**config.mk**
```make
export PLATFORM = sky130hd
export DESIGN_NAME = dll_bringup_seq
export DESIGN_NICKNAME = d
export VERILOG_FILES = /design/src/rtl/dllseq_pkg.sv /design/src/rtl/dllseq_timer.sv /design/src/rtl/dllseq_unpack.sv /design/src/rtl/dll_bringup_seq.sv
export SDC_FILE = /design/constraint.sdc
export NUM_CORES = 1
export LEC_CHECK = 0
export CORE_UTILIZATION = 50
export CTS_CLUSTER_SIZE = 12
export DETAILED_ROUTE_END_ITERATION = 16
export DONT_BUFFER_PORTS = 1
export PLACE_DENSITY = 0.71
export SLEW_MARGIN = 25
export SYNTH_ARGS = -nofsm -noshare
export SYNTH_HDL_FRONTEND = slang
export SYNTH_HIERARCHICAL = 1
export SYNTH_SLANG_ARGS = --single-unit
```
**constraint.sdc**
```tcl
create_clock -name clk -period 2.8 [get_ports clk]
set_clock_uncertainty 0.05 [all_clocks]
set_input_delay 0.28 -clock clk [delete_from_list [all_inputs] [get_ports clk]]
set_output_delay 0.28 -clock clk [all_outputs]
set_load 0.03 [all_outputs]
```
**src/rtl/dllseq_pkg.sv**
```systemverilog
package dllseq_pkg;

    localparam int BYTE_LANES   = 4;
    localparam int NARROW_LANES = 2;
    localparam int NUM_DLL      = BYTE_LANES + 1;
    localparam int LANE_PH_W    = 4;
    localparam int CMD_PH_W     = 6;
    localparam int CMD_PH_LSB   = 16;
    localparam int WORD_W       = 32;

    typedef enum logic [1:0] {
        ST_LOAD    = 2'd0,
        ST_RELEASE = 2'd1,
        ST_RUN     = 2'd2
    } step_e;

    typedef enum logic {
        SQ_IDLE = 1'b0,
        SQ_BUSY = 1'b1
    } seq_state_e;

    typedef struct packed {
        seq_state_e                      state;
        logic                            pass;
        step_e                           step;
        logic [WORD_W-1:0]               word;
        logic                            wide;
        logic [NUM_DLL-1:0]              dis;
        logic [NUM_DLL-1:0]              nrst;
        logic [CMD_PH_W-1:0]             cmd_ph;
        logic [BYTE_LANES*LANE_PH_W-1:0] lane_ph;
        logic                            done;
    } seq_regs_t;

endpackage

```
**src/rtl/dllseq_timer.sv**
```systemverilog
module dllseq_timer #(
    parameter int SHORT_CYC = 250,
    parameter int LONG_CYC  = 2750,
    localparam int CNT_W    = $clog2(LONG_CYC + 1)
) (
    input  logic clk,
    input  logic rst_n,
    input  logic load,
    input  logic sel_long,
    output logic expire
);

    logic [CNT_W-1:0] cnt_d, cnt_q;
    logic             run_d, run_q;

    always_comb begin
        cnt_d = cnt_q;
        run_d = run_q;
        if (load) begin
            cnt_d = sel_long ? CNT_W'(LONG_CYC - 1) : CNT_W'(SHORT_CYC - 1);
            run_d = 1'b1;
        end else if (run_q) begin
            if (cnt_q == '0) begin
                run_d = 1'b0;
            end else begin
                cnt_d = cnt_q - 1'b1;
            end
        end
    end

    always_ff @(posedge clk or negedge rst_n) begin
        if (!rst_n) begin
            cnt_q <= '0;
            run_q <= 1'b0;
        end else begin
            cnt_q <= cnt_d;
            run_q <= run_d;
        end
    end

    assign expire = run_q && (cnt_q == '0);


    cnt_bound_chk: assert property (@(posedge clk) disable iff (!rst_n)
        cnt_q <= CNT_W'(LONG_CYC - 1));


    count_down_chk: assert property (@(posedge clk) disable iff (!rst_n)
        (run_q && cnt_q != '0 && !load) |=> (cnt_q == $past(cnt_q) - 1'b1));

endmodule

```
**src/rtl/dllseq_unpack.sv**
```systemverilog
module dllseq_unpack
    import dllseq_pkg::*;
(
    input  logic [WORD_W-1:0]               word,
    input  logic                            wide,
    output logic [CMD_PH_W-1:0]             cmd_ph,
    output logic [BYTE_LANES*LANE_PH_W-1:0] lane_ph,
    output logic [BYTE_LANES-1:0]           lane_act
);

    assign cmd_ph = word[CMD_PH_LSB +: CMD_PH_W];

    for (genvar g = 0; g < BYTE_LANES; g++) begin : g_lane
        assign lane_ph[g*LANE_PH_W +: LANE_PH_W] = word[g*LANE_PH_W +: LANE_PH_W];
        if (g < NARROW_LANES) begin : g_always
            assign lane_act[g] = 1'b1;
        end else begin : g_wide_only
            assign lane_act[g] = wide;
        end
    end

endmodule

```
**src/rtl/dll_bringup_seq.sv**
```systemverilog
module dll_bringup_seq
    import dllseq_pkg::*;
#(
    parameter int CLK_MHZ  = 125,
    parameter int SHORT_US = 2,
    parameter int LONG_US  = 22,
    localparam int SHORT_CYC = CLK_MHZ * SHORT_US,
    localparam int LONG_CYC  = CLK_MHZ * LONG_US
) (
    input  logic                            clk,
    input  logic                            rst_n,
    input  logic                            start,
    input  logic [WORD_W-1:0]               phase_word,
    input  logic                            bus_wide,
    output logic [CMD_PH_W-1:0]             cmd_phase,
    output logic [BYTE_LANES*LANE_PH_W-1:0] lane_phase,
    output logic [NUM_DLL-1:0]              dll_dis,
    output logic [NUM_DLL-1:0]              dll_nrst,
    output logic                            done
);

    seq_regs_t d, q;

    logic                            t_load;
    logic                            t_long;
    logic                            t_expire;
    logic [WORD_W-1:0]               src_word;
    logic                            src_wide;
    logic [CMD_PH_W-1:0]             u_cmd_ph;
    logic [BYTE_LANES*LANE_PH_W-1:0] u_lane_ph;
    logic [BYTE_LANES-1:0]           u_act;

    // While idle, decode the live inputs so the first step uses them directly.
    assign src_word = (q.state == SQ_IDLE) ? phase_word : q.word;
    assign src_wide = (q.state == SQ_IDLE) ? bus_wide   : q.wide;

    dllseq_unpack u_unpack (
        .word     (src_word),
        .wide     (src_wide),
        .cmd_ph   (u_cmd_ph),
        .lane_ph  (u_lane_ph),
        .lane_act (u_act)
    );

    dllseq_timer #(
        .SHORT_CYC (SHORT_CYC),
        .LONG_CYC  (LONG_CYC)
    ) u_timer (
        .clk      (clk),
        .rst_n    (rst_n),
        .load     (t_load),
        .sel_long (t_long),
        .expire   (t_expire)
    );

    always_comb begin
        logic             apply;
        logic             grp_bytes;
        step_e            stp;
        logic [NUM_DLL-1:0] mask;

        d         = q;
        d.done    = 1'b0;
        t_load    = 1'b0;
        t_long    = 1'b0;
        apply     = 1'b0;
        grp_bytes = q.pass;
        stp       = q.step;

        unique case (q.state)
            SQ_IDLE: begin
                if (start) begin
                    d.state   = SQ_BUSY;
                    d.pass    = 1'b0;
                    d.step    = ST_LOAD;
                    d.word    = phase_word;
                    d.wide    = bus_wide;
                    apply     = 1'b1;
                    grp_bytes = 1'b0;
                    stp       = ST_LOAD;
                end
            end
            SQ_BUSY: begin
                if (t_expire) begin
                    if (q.step != ST_RUN) begin
                        stp    = (q.step == ST_LOAD) ? ST_RELEASE : ST_RUN;
                        d.step = stp;
                        apply  = 1'b1;
                    end else if (!q.pass) begin
                        d.pass    = 1'b1;
                        d.step    = ST_LOAD;
                        stp       = ST_LOAD;
                        grp_bytes = 1'b1;
                        apply     = 1'b1;
                    end else begin
                        d.state = SQ_IDLE;
                        d.done  = 1'b1;
                    end
                end
            end
            default: d.state = SQ_IDLE;
        endcase

        mask = grp_bytes ? {u_act, 1'b0} : NUM_DLL'(1);

        if (apply) begin
            t_load = 1'b1;
            t_long = (stp != ST_LOAD);
            for (int j = 0; j < NUM_DLL; j++) begin
                if (mask[j]) begin
                    d.dis[j]  = (stp == ST_LOAD);
                    d.nrst[j] = (stp == ST_RUN);
                end
            end
            if (stp == ST_LOAD) begin
                if (!grp_bytes) begin
                    d.cmd_ph = u_cmd_ph;
                end else begin
                    for (int k = 0; k < BYTE_LANES; k++) begin
                        if (u_act[k]) begin
                            d.lane_ph[k*LANE_PH_W +: LANE_PH_W] =
                                u_lane_ph[k*LANE_PH_W +: LANE_PH_W];
                        end
                    end
                end
            end
        end
    end

    always_ff @(posedge clk or negedge rst_n) begin
        if (!rst_n) begin
            q.state   <= SQ_IDLE;
            q.pass    <= 1'b0;
            q.step    <= ST_LOAD;
            q.word    <= '0;
            q.wide    <= 1'b0;
            q.dis     <= '1;
            q.nrst    <= '0;
            q.cmd_ph  <= '0;
            q.lane_ph <= '0;
            q.done    <= 1'b0;
        end else begin
            q <= d;
        end
    end

    assign cmd_phase  = q.cmd_ph;
    assign lane_phase = q.lane_ph;
    assign dll_dis    = q.dis;
    assign dll_nrst   = q.nrst;
    assign done       = q.done;


    no_dis_with_nrst_chk: assert property (@(posedge clk) disable iff (!rst_n)
        (dll_dis & dll_nrst) == '0);


    done_single_chk: assert property (@(posedge clk) disable iff (!rst_n)
        done |=> !done);


    cmd_phase_in_reset_chk: assert property (@(posedge clk) disable iff (!rst_n)
        !$stable(cmd_phase) |-> (dll_dis[0] && !dll_nrst[0]));


    busy_start_ignored_chk: assert property (@(posedge clk) disable iff (!rst_n)
        (q.state == SQ_BUSY && start) |=> ($stable(q.word) && $stable(q.wide)));


    narrow_quiet_chk: assert property (@(posedge clk) disable iff (!rst_n)
        (q.state == SQ_BUSY && !q.wide) |=>
            ($stable(dll_dis[NUM_DLL-1:NARROW_LANES+1]) &&
             $stable(dll_nrst[NUM_DLL-1:NARROW_LANES+1])));


    bytes_wait_cmd_chk: assert property (@(posedge clk) disable iff (!rst_n)
        (q.state == SQ_BUSY && !q.pass) |=>
            ($stable(dll_dis[NUM_DLL-1:1]) || q.pass));

endmodule

```
* Word level (Yosys, flattened, before mapping)
Cells that the tools add are included.
** Operators by class
- Add/sub/neg operators :: 1
- Eq/ne operators :: 7
- Muxes and demuxes :: 37
- Bitwise logic cells :: 2
- Reductions and logical operators :: 18
** Operator list (count)
- $mux W12 :: 4
- $mux W37 :: 1
- $mux W22 :: 1
- $mux W1 :: 17
- $mux W2 :: 8
- $reduce_and A2 Y1 :: 7
- $logic_not A12 Y1 :: 1
- $reduce_and A3 Y1 :: 4
- $sub A12 B1 Y12 const B :: 1
- $ne A2 B2 Y1 const B :: 4
- $pmux W4 S2 :: 1
- $mux W5 :: 1
- $logic_not A2 Y1 :: 2
- $mux W4 :: 1
- $pmux W1 S2 :: 2
- $pmux W2 S2 :: 1
- $reduce_and A4 Y1 :: 1
- $reduce_bool A2 Y1 :: 2
- $ne A3 B2 Y1 const B :: 1
- $eq A2 B2 Y1 const B :: 1
- $ne A2 B1 Y1 const B :: 1
- $not A1 Y1 :: 2
- $logic_and A1 B1 Y1 :: 1
** Storage, ports and cells
- Bits in registers :: 83
- Logic and storage cells :: 86

* Depth between registers and ports, before layout
Gate-level depths: netlist of run 1.
- Word-level depth :: 9
- Gate-level depth with buffers :: 11
- Mapped depth without buffers :: 10

* Hierarchy
The synthesis of run 1 kept the hierarchy.
** Modules (own cells, without submodules)
- dll_bringup_seq :: instances 1, cells each 256, area each 3515.9 sq um, seq. area each 1757.9 sq um
- dllseq_timer :: instances 1, cells each 72, area each 772.0 sq um, seq. area each 325.3 sq um
- dllseq_unpack :: instances 1, cells each 27, area each 198.9 sq um, seq. area each 0.0 sq um

* Worst setup path after synthesis of run 1
No wires, ideal clock.
- Path kind :: reg-to-reg
- Start :: register u_timer.cnt_q[0]
- End :: register q (netlist bit lane_phase[0])
- Library setup time :: 0.125 ns
- Data arrival time :: 2.465 ns
- Required time :: 2.625 ns
- Slack :: 0.159 ns
- Stages on the path, launching flop included :: 10
- Period minus slack after synthesis :: 2.641 ns
- Cell sequence :: dfrtp_1 > inv_1 > ha_1 > or4b_4 > nor3_1 > and2_1 > nor2b_4 > and3_4 > nand2_4 > mux2_4
** Between the ends
- Word-level cells in the longest chain between the ends :: 6
** RTL lines
- from (decl) :: RTL line dllseq_timer.sv:13 : logic [CNT_W-1:0] cnt_d, cnt_q;
- from (signal assigned) :: RTL line dllseq_timer.sv:36 : cnt_q <= cnt_d;
- $logic_not A12 Y1 * :: RTL line dllseq_timer.sv:41 : assign expire = run_q && (cnt_q == '0);
- $logic_and A1 B1 Y1 * :: RTL line dllseq_timer.sv:41
- via t_expire :: RTL line dll_bringup_seq.sv:26 : logic t_expire;
- $mux W2 :: RTL line dll_bringup_seq.sv:84 : if (t_expire) begin
- $pmux W2 S2 :: RTL line dll_bringup_seq.sv:70 : unique case (q.state)
- $logic_not A2 Y1 :: RTL line dll_bringup_seq.sv:115 : if (stp == ST_LOAD) begin
- $reduce_and A3 Y1 (no source line) *
- to (decl) :: RTL line dll_bringup_seq.sv:22 : seq_regs_t d, q;
Mark *: on every way through the listed nets, which the timed path passes. The rest lies on a longest branch.
A chain may end at the register's enable or synchronous reset.

* Worst setup path in the final report of run 1
- Start :: register u_timer.cnt_q[0]
- End :: register q (netlist bit lane_phase[12])
** Between the ends
- Word-level cells in the longest chain between the ends :: 6
** RTL lines (RTL line)
- $logic_not A12 Y1 * :: dllseq_timer.sv:41
- $logic_and A1 B1 Y1 * :: dllseq_timer.sv:41
- via t_expire :: dll_bringup_seq.sv:26
- $mux W2 :: dll_bringup_seq.sv:84
- $pmux W2 S2 :: dll_bringup_seq.sv:70
- $logic_not A2 Y1 :: dll_bringup_seq.sv:115
- $reduce_and A4 Y1 (no source line) *
Marked as above.

==> metrics.cfg, run 1 <==
[run_status]
outcome=finished, final reports clean

[timing]
timing_worst_slew_pin_value_ps=627.6
max_freq_mhz=378.4
setup_viol=0
final_hold_viol_count=0
relSlewSlack_pct=57.57
min_period_over_period_pct=94.37
unrepaired_setup_endpoints_after_global_routing=no
timing.setup.tns_ps=0
timing.final.crit_period_ps=2642
final_max_slew_viol_count=0

[yosys]
syn-mean-instance-area_sq_um=12.34
post_synth_design_cell_area_sq_mm=0.004011
synth.yosys.warnings=6
syn-instance-count=325

[placement]
gp_congestion=0.8264
portBuffers=0
place_hpwl_mm=4.430
dpl_cell_area_sq_mm=0.003705

[grt]
pin_count_of_the_biggest_net_entering_global_routing=74
grt_antenna_before_repair=0
grt_pass1_vias=2124
grt_pass1_wl_mm=10.71
grt_usage_pct=16.69
grt_remaining_overflow=0

[drt]
detail_route.vias_per_cell=5.398
drtAntennaViolNets=0
drc=0
routedWlPerCell_microns=16.97
num_vias=2073
route.final.wire_length_mm=6.517
drt_iter0_markers=135
drtPass1Iterations=4

[cells_and_area]
n_antenna_cell=0
drive_above_1_share_pct=45.04
final_net_count=315
area_growth_pct=-1.185
final_design_area_no_fill_sq_mm=0.003964

[worst_setup_path]
critical_path_peak_fanout=5
worst-r2r-cell-count=9
critical_path_arrival_ps=2820
cp-end-kind=register
setup.worst_path.class=reg2reg
critPathLaunchType=register
crit_required_ps=2980

[clock_network]
clkTransAtPathRegs_ps=70
clk-insertion-delay-late_ps=340
cts_made_buffers=9
root_cell_of_the_clock_tree=sky130_fd_sc_hd__clkbuf_8
max-clock-path-buffers=2
cts_sinks=73
cts_setup_buffers=0
clock_tree_from_tritoncts=done
ctsHtreeMaxLevel=3

[floorplanning]
fp.dieW_microns=91.57
rows=32
die-area_sq_mm=0.008385
start_util_pct=51.91
io-pin-count=69
fp.dieH_microns=91.57
core_area_sq_mm=0.007727

[power_and_ir_drop]
power_report.internal_total_mw=1.561
p_seq_share_pct=55.3
power_density_mw_per_mm2=512.1
total_leakage_power_nw=1.851
p_sw_share_pct=23.11
share_clk_of_total_power_pct=41.0
power.total_mw=2.030
total_switching_power_uw=469.1
power.ir.vdd_worst_uv=278.2
power_frac_comb_pct=3.7

[job]
max_cap_violations=0

[worst_hold_path]
worst_hold_path_type=in2reg
whs_path_depth=1

## final timing paths
| check | start | to | slack (ps) |
|---|---|---|---|
| max | u_timer/cnt_q[0] | lane_phase[12] | 160 |
| min | phase_word[15] | q[49] | 20 |
| max reg2reg | u_timer/cnt_q[0] | lane_phase[12] | 160 |
| min reg2reg | q[49] | q[49] | 440 |
| max in group asynchronous | rst_n | dll_dis[4] | 1940 |
| min in group asynchronous | rst_n | lane_phase[8] | 430 |
## cell usage in the layout (no fill, tap or decap), types with 4 or more instances in the layout
cell type	n
sky130_fd_sc_hd__nand3_1	4
sky130_fd_sc_hd__mux2_4	20
sky130_fd_sc_hd__nor2_1	7
sky130_fd_sc_hd__nand2_1	14
sky130_fd_sc_hd__mux2_1	4
sky130_fd_sc_hd__buf_4	6
sky130_fd_sc_hd__inv_1	9
sky130_fd_sc_hd__nor3b_2	4
sky130_fd_sc_hd__dfrtp_1	68
sky130_fd_sc_hd__nand2_4	4
sky130_fd_sc_hd__o21ai_0	12
sky130_fd_sc_hd__dfstp_2	5
sky130_fd_sc_hd__xnor2_1	4
sky130_fd_sc_hd__clkbuf_8	10
sky130_fd_sc_hd__o31ai_1	4
sky130_fd_sc_hd__mux2_2	51
## layout make-up
| cell class | instances | area, sq um |
|---|---|---|
| Inverter | 9 | 33.78 |
| Sequential cell | 73 | 1833 |
| Clock inverter | 6 | 66.31 |
| Fill cell | 681 | 3764 |
| Timing Repair Buffer | 10 | 112.6 |
| Tap cell | 102 | 127.6 |
| Multi-Input combinational cell | 174 | 1653 |
| Clock buffer | 10 | 137.6 |
## metal layers
| layer | GRT usage (%) | share of wire [%] |
|---|---|---|
| met1 | 20.54 | 44 |
| met2 | 26.94 | 50 |
| met3 | 5.528 | 5.2 |
| met4 | 6.746 | 1.3 |
| met5 | 0 | 0 |
## worst max-delay path, cell delays in order, from the launching register on
cell and delay (ps):
sky130_fd_sc_hd__dfrtp_1 400, sky130_fd_sc_hd__inv_1 120, sky130_fd_sc_hd__ha_1 170, sky130_fd_sc_hd__or4b_4 470
sky130_fd_sc_hd__nor3_2 210, sky130_fd_sc_hd__and2_1 210, sky130_fd_sc_hd__nor2b_4 190, sky130_fd_sc_hd__and3_4 280
sky130_fd_sc_hd__nand2_4 100, sky130_fd_sc_hd__mux2_4 310
## registers in the layout, indices dropped and copies added (netlist names)
name,cells
dll_dis,5
u_timer/run_q,1
dll_nrst,5
cmd_phase,6
done,1
q,27
u_timer/cnt_q,12
lane_phase,16
## what timing repair did
item,CTS,global route
hold buffers,3,0
endpoints found under the hold margin,75,0
setup endpoints to repair,0,18
gates resized for setup,0,2
## stage by stage
stage,util [%],setup WS [ps],instances,hold WS (ps)
after floorplan,-,159.5,326,-65.59
after global placement,47.94,179.6,365,-64.45
after detailed placement,47.94,177.5,365,-64.67
after CTS,51.20,149.3,384,0.1021
after global routing,51.30,43.34,384,5.867
final,51.30,157.6,384,16.50
## power groups by stage
stage               Sequential [mW]  Clock, mW  Combinational (mW)
global route                   1.13      0.904              0.0851
global placement               1.14          0              0.0463
floorplan                      1.11          0               0.110
CTS                            1.12      0.870              0.0780
detailed placement             1.14          0              0.0484
finish                         1.12      0.832              0.0754
No activity file was read; power rests on OpenSTA's default activity.
==> run 2, diff against run 1 <==
BUFFER_PORTS_ARGS = -buffer_cell sky130_fd_sc_hd__buf_2   (was not set)
CORE_MARGIN = 5   (was not set)
DONT_BUFFER_PORTS = not set   (was 1)
MAX_ROUTING_LAYER = met4   (was not set)
PLACE_DENSITY = 0.77   (was 0.71)
==> metrics.cfg, run 2 (same netlist as run 1, synthesis figures left out) <==
[run_status]
outcome=finished, final reports clean

[timing]
relSlewSlack_pct=55.64  ; -1.9 points
finalHoldWorstSlack_ps=106.6  ; +90.14 ps
min_period_over_period_pct=94.17  ; -0.20 points
timing_worst_slew_pin_value_ps=665.4  ; +37.82 ps
timing.setup.tns_ps=0  ; unchanged
final_hold_viol_count=0  ; unchanged
unrepaired_setup_endpoints_after_global_routing=no
timing.final.crit_period_ps=2637  ; -5.579 ps
setup_viol=0  ; unchanged
max_freq_mhz=379.2  ; +0.21%
final_max_slew_viol_count=0  ; unchanged

[job]
max_cap_violations=0  ; unchanged

[drt]
drtPass1Iterations=4  ; unchanged
detail_route.vias_per_cell=5.095  ; -5.6%
drt_iter0_markers=58  ; -57%
drc=0  ; unchanged
highest_layer=met4
wl_met2_mm=3.541  ; +9.0%
routed_length_on_met1_mm=2.891  ; +1.9%
met3_wirelength_microns=345  ; +1.5%
routedWlPerCell_microns=15.45  ; -8.9%
route.final.wire_length_mm=6.800  ; +4.3%
drtAntennaViolNets=0  ; unchanged
num_vias=2242  ; +8.2%

[cells_and_area]
fin_cells=440  ; +15%
area_growth_pct=6.145
drive_above_1_share_pct=54.44  ; +9.4 points
multi_input_comb_area_sq_mm=0.001655  ; +0.15%
final_core_util_pct=54.82  ; +3.5 points
final_net_count=371  ; +18%
registers.top_by_ff_count=q
n_antenna_cell=0  ; unchanged
mostFrequentLayoutCell=sky130_fd_sc_hd__dfrtp_1
largest_reg_flops=27  ; unchanged
register_area_sq_mm=0.001833  ; unchanged
mostFrequentLayoutCells=sky130_fd_sc_hd__dfrtp_1 (68), sky130_fd_sc_hd__buf_2 (57), sky130_fd_sc_hd__mux2_2 (51)
fillerInstances=714  ; +4.8%

[power_and_ir_drop]
power_report.internal_total_mw=1.740  ; +12%
power_density_mw_per_mm2=526.7  ; +2.9%
p_sw_share_pct=22.40  ; -0.71 points
p_seq_share_pct=48.9  ; -6.4 points
total_switching_power_uw=502.3  ; +7.1%
power.ir.vdd_worst_uv=256.9  ; -7.7%
share_clk_of_total_power_pct=45.4  ; +4.4 points
power_frac_comb_pct=5.7  ; +2.0 points
total_leakage_power_nw=2.130  ; +15%

[worst_setup_path]
critPathLaunchType=register
cp-end-kind=register
setup.worst_path.class=reg2reg
crit_required_ps=2980  ; about the same
critical_path_arrival_ps=2820  ; about the same
critical_path_peak_fanout=5  ; unchanged

[floorplanning]
fp.dieW_microns=99.57  ; +8.7%
fp.dieH_microns=99.57  ; +8.7%
die-area_sq_mm=0.009914  ; +18%
rows=32  ; unchanged
start_util_pct=51.64  ; -0.27 points
io-pin-count=69  ; unchanged
core_area_sq_mm=0.007767  ; +0.52%

[placement]
gp_congestion=0.8679  ; +5.0%
place.detailed.instances=423  ; +16%
place_hpwl_mm=4.740  ; +7.0%
portBuffers=58  ; +58

[grt]
grt_usage_pct=15.25  ; -1.4 points
grt_pass1_wl_mm=11.70  ; +9.3%
pin_count_of_the_biggest_net_entering_global_routing=74  ; unchanged
grt_remaining_overflow=0  ; unchanged
grt_antenna_before_repair=0  ; unchanged
grt_pass1_vias=2475  ; +17%

[clock_network]
ctsHtreeMaxLevel=3  ; unchanged
cts_made_buffers=9  ; unchanged
clkTransAtPathRegs_ps=90  ; +20 ps
cts_sinks=73  ; unchanged
max-clock-path-buffers=2  ; unchanged
clk-insertion-delay-late_ps=340  ; about the same
clock_tree_from_tritoncts=done
root_cell_of_the_clock_tree=sky130_fd_sc_hd__clkbuf_8
cts_setup_buffers=0  ; unchanged

[worst_hold_path]
worst_hold_path_type=in2reg

[run 2: cell types whose count changed in the layout (fill, tap and decap cells not counted), sizes merged]
cell         delta
buf            +57
clkinvlp        -3
bufinv          +2
clkbuf          -1
clkinv          +1
dlygate4sd3     -1
inv             +1
[run 2: power groups by stage]
stage	sequential (mW)	clock, mW	combinational (mW)
2_1_floorplan	1.11	0	0.110
3_3_place_gp	1.12	0	0.125
3_5_place_dp	1.12	0	0.129
4_1_cts	1.10	1.05	0.130
5_1_grt	1.10	1.10	0.142
6_report	1.10	1.02	0.128
[run 2: worst max-delay path, stage by stage, from the launching register on]
cell,delay (ps)
sky130_fd_sc_hd__dfrtp_1,400
sky130_fd_sc_hd__inv_1,120
sky130_fd_sc_hd__ha_1,180
sky130_fd_sc_hd__or4b_4,480
sky130_fd_sc_hd__nor3_2,230
sky130_fd_sc_hd__and2_1,200
sky130_fd_sc_hd__nor2b_4,180
sky130_fd_sc_hd__and3_4,280
sky130_fd_sc_hd__nand2_4,110
sky130_fd_sc_hd__mux2_4,310
[run 2: per-layer routing]
layer | vias up | GRT usage (%)
met5 | - | -
li1 | 1082 | -
met1 | 1115 | 17.36
met2 | 41 | 25.77
met4 | 0 | 4.622
met3 | 4 | 4.769
[run 2: what timing repair did]
| action | in CTS | in global routing |
|---|---|---|
| hold endpoints to repair | 0 | 68 |
| setup endpoints to repair | 0 | 17 |
| gates resized for setup | 0 | 2 |
| hold buffers | 0 | 1 |
[run 2: stage by stage]
stage                     power, mW  setup slack (ps)  cell area [sq um]
final                         2.243             163.2               4258
after global routing          2.343             37.88               4258
after CTS                     2.279             85.09               4234
after detailed placement      1.247             97.39               3985
after global placement        1.240             173.2               3985
after floorplan               1.223             159.5               4015
[run 2: final cells by class]
cell class | instances | area share, %
multi-input cells | 174 | 38.88
well taps | 102 | 2.997
flip-flops and latches | 73 | 43.05
clock inverters | 7 | 2.939
clock buffers | 9 | 2.909
repair buffers | 66 | 8.434
inverters | 9 | 0.7934
[run 2: worst paths after layout]
path / endpoint / slack, ps / cells after the start / start
min in group asynchronous: q[36] / 470 / 2 / rst_n
setup / recovery: lane_phase[3] / 160 / 9 / u_timer/cnt_q[0]
hold / removal: q[48] / 110 / 2 / phase_word[14]
hold reg to reg: dll_dis[0] / 430 / 2 / dll_dis[0]
max in group asynchronous: lane_phase[13] / 1780 / 2 / rst_n
setup reg to reg: lane_phase[3] / 160 / 9 / u_timer/cnt_q[0]
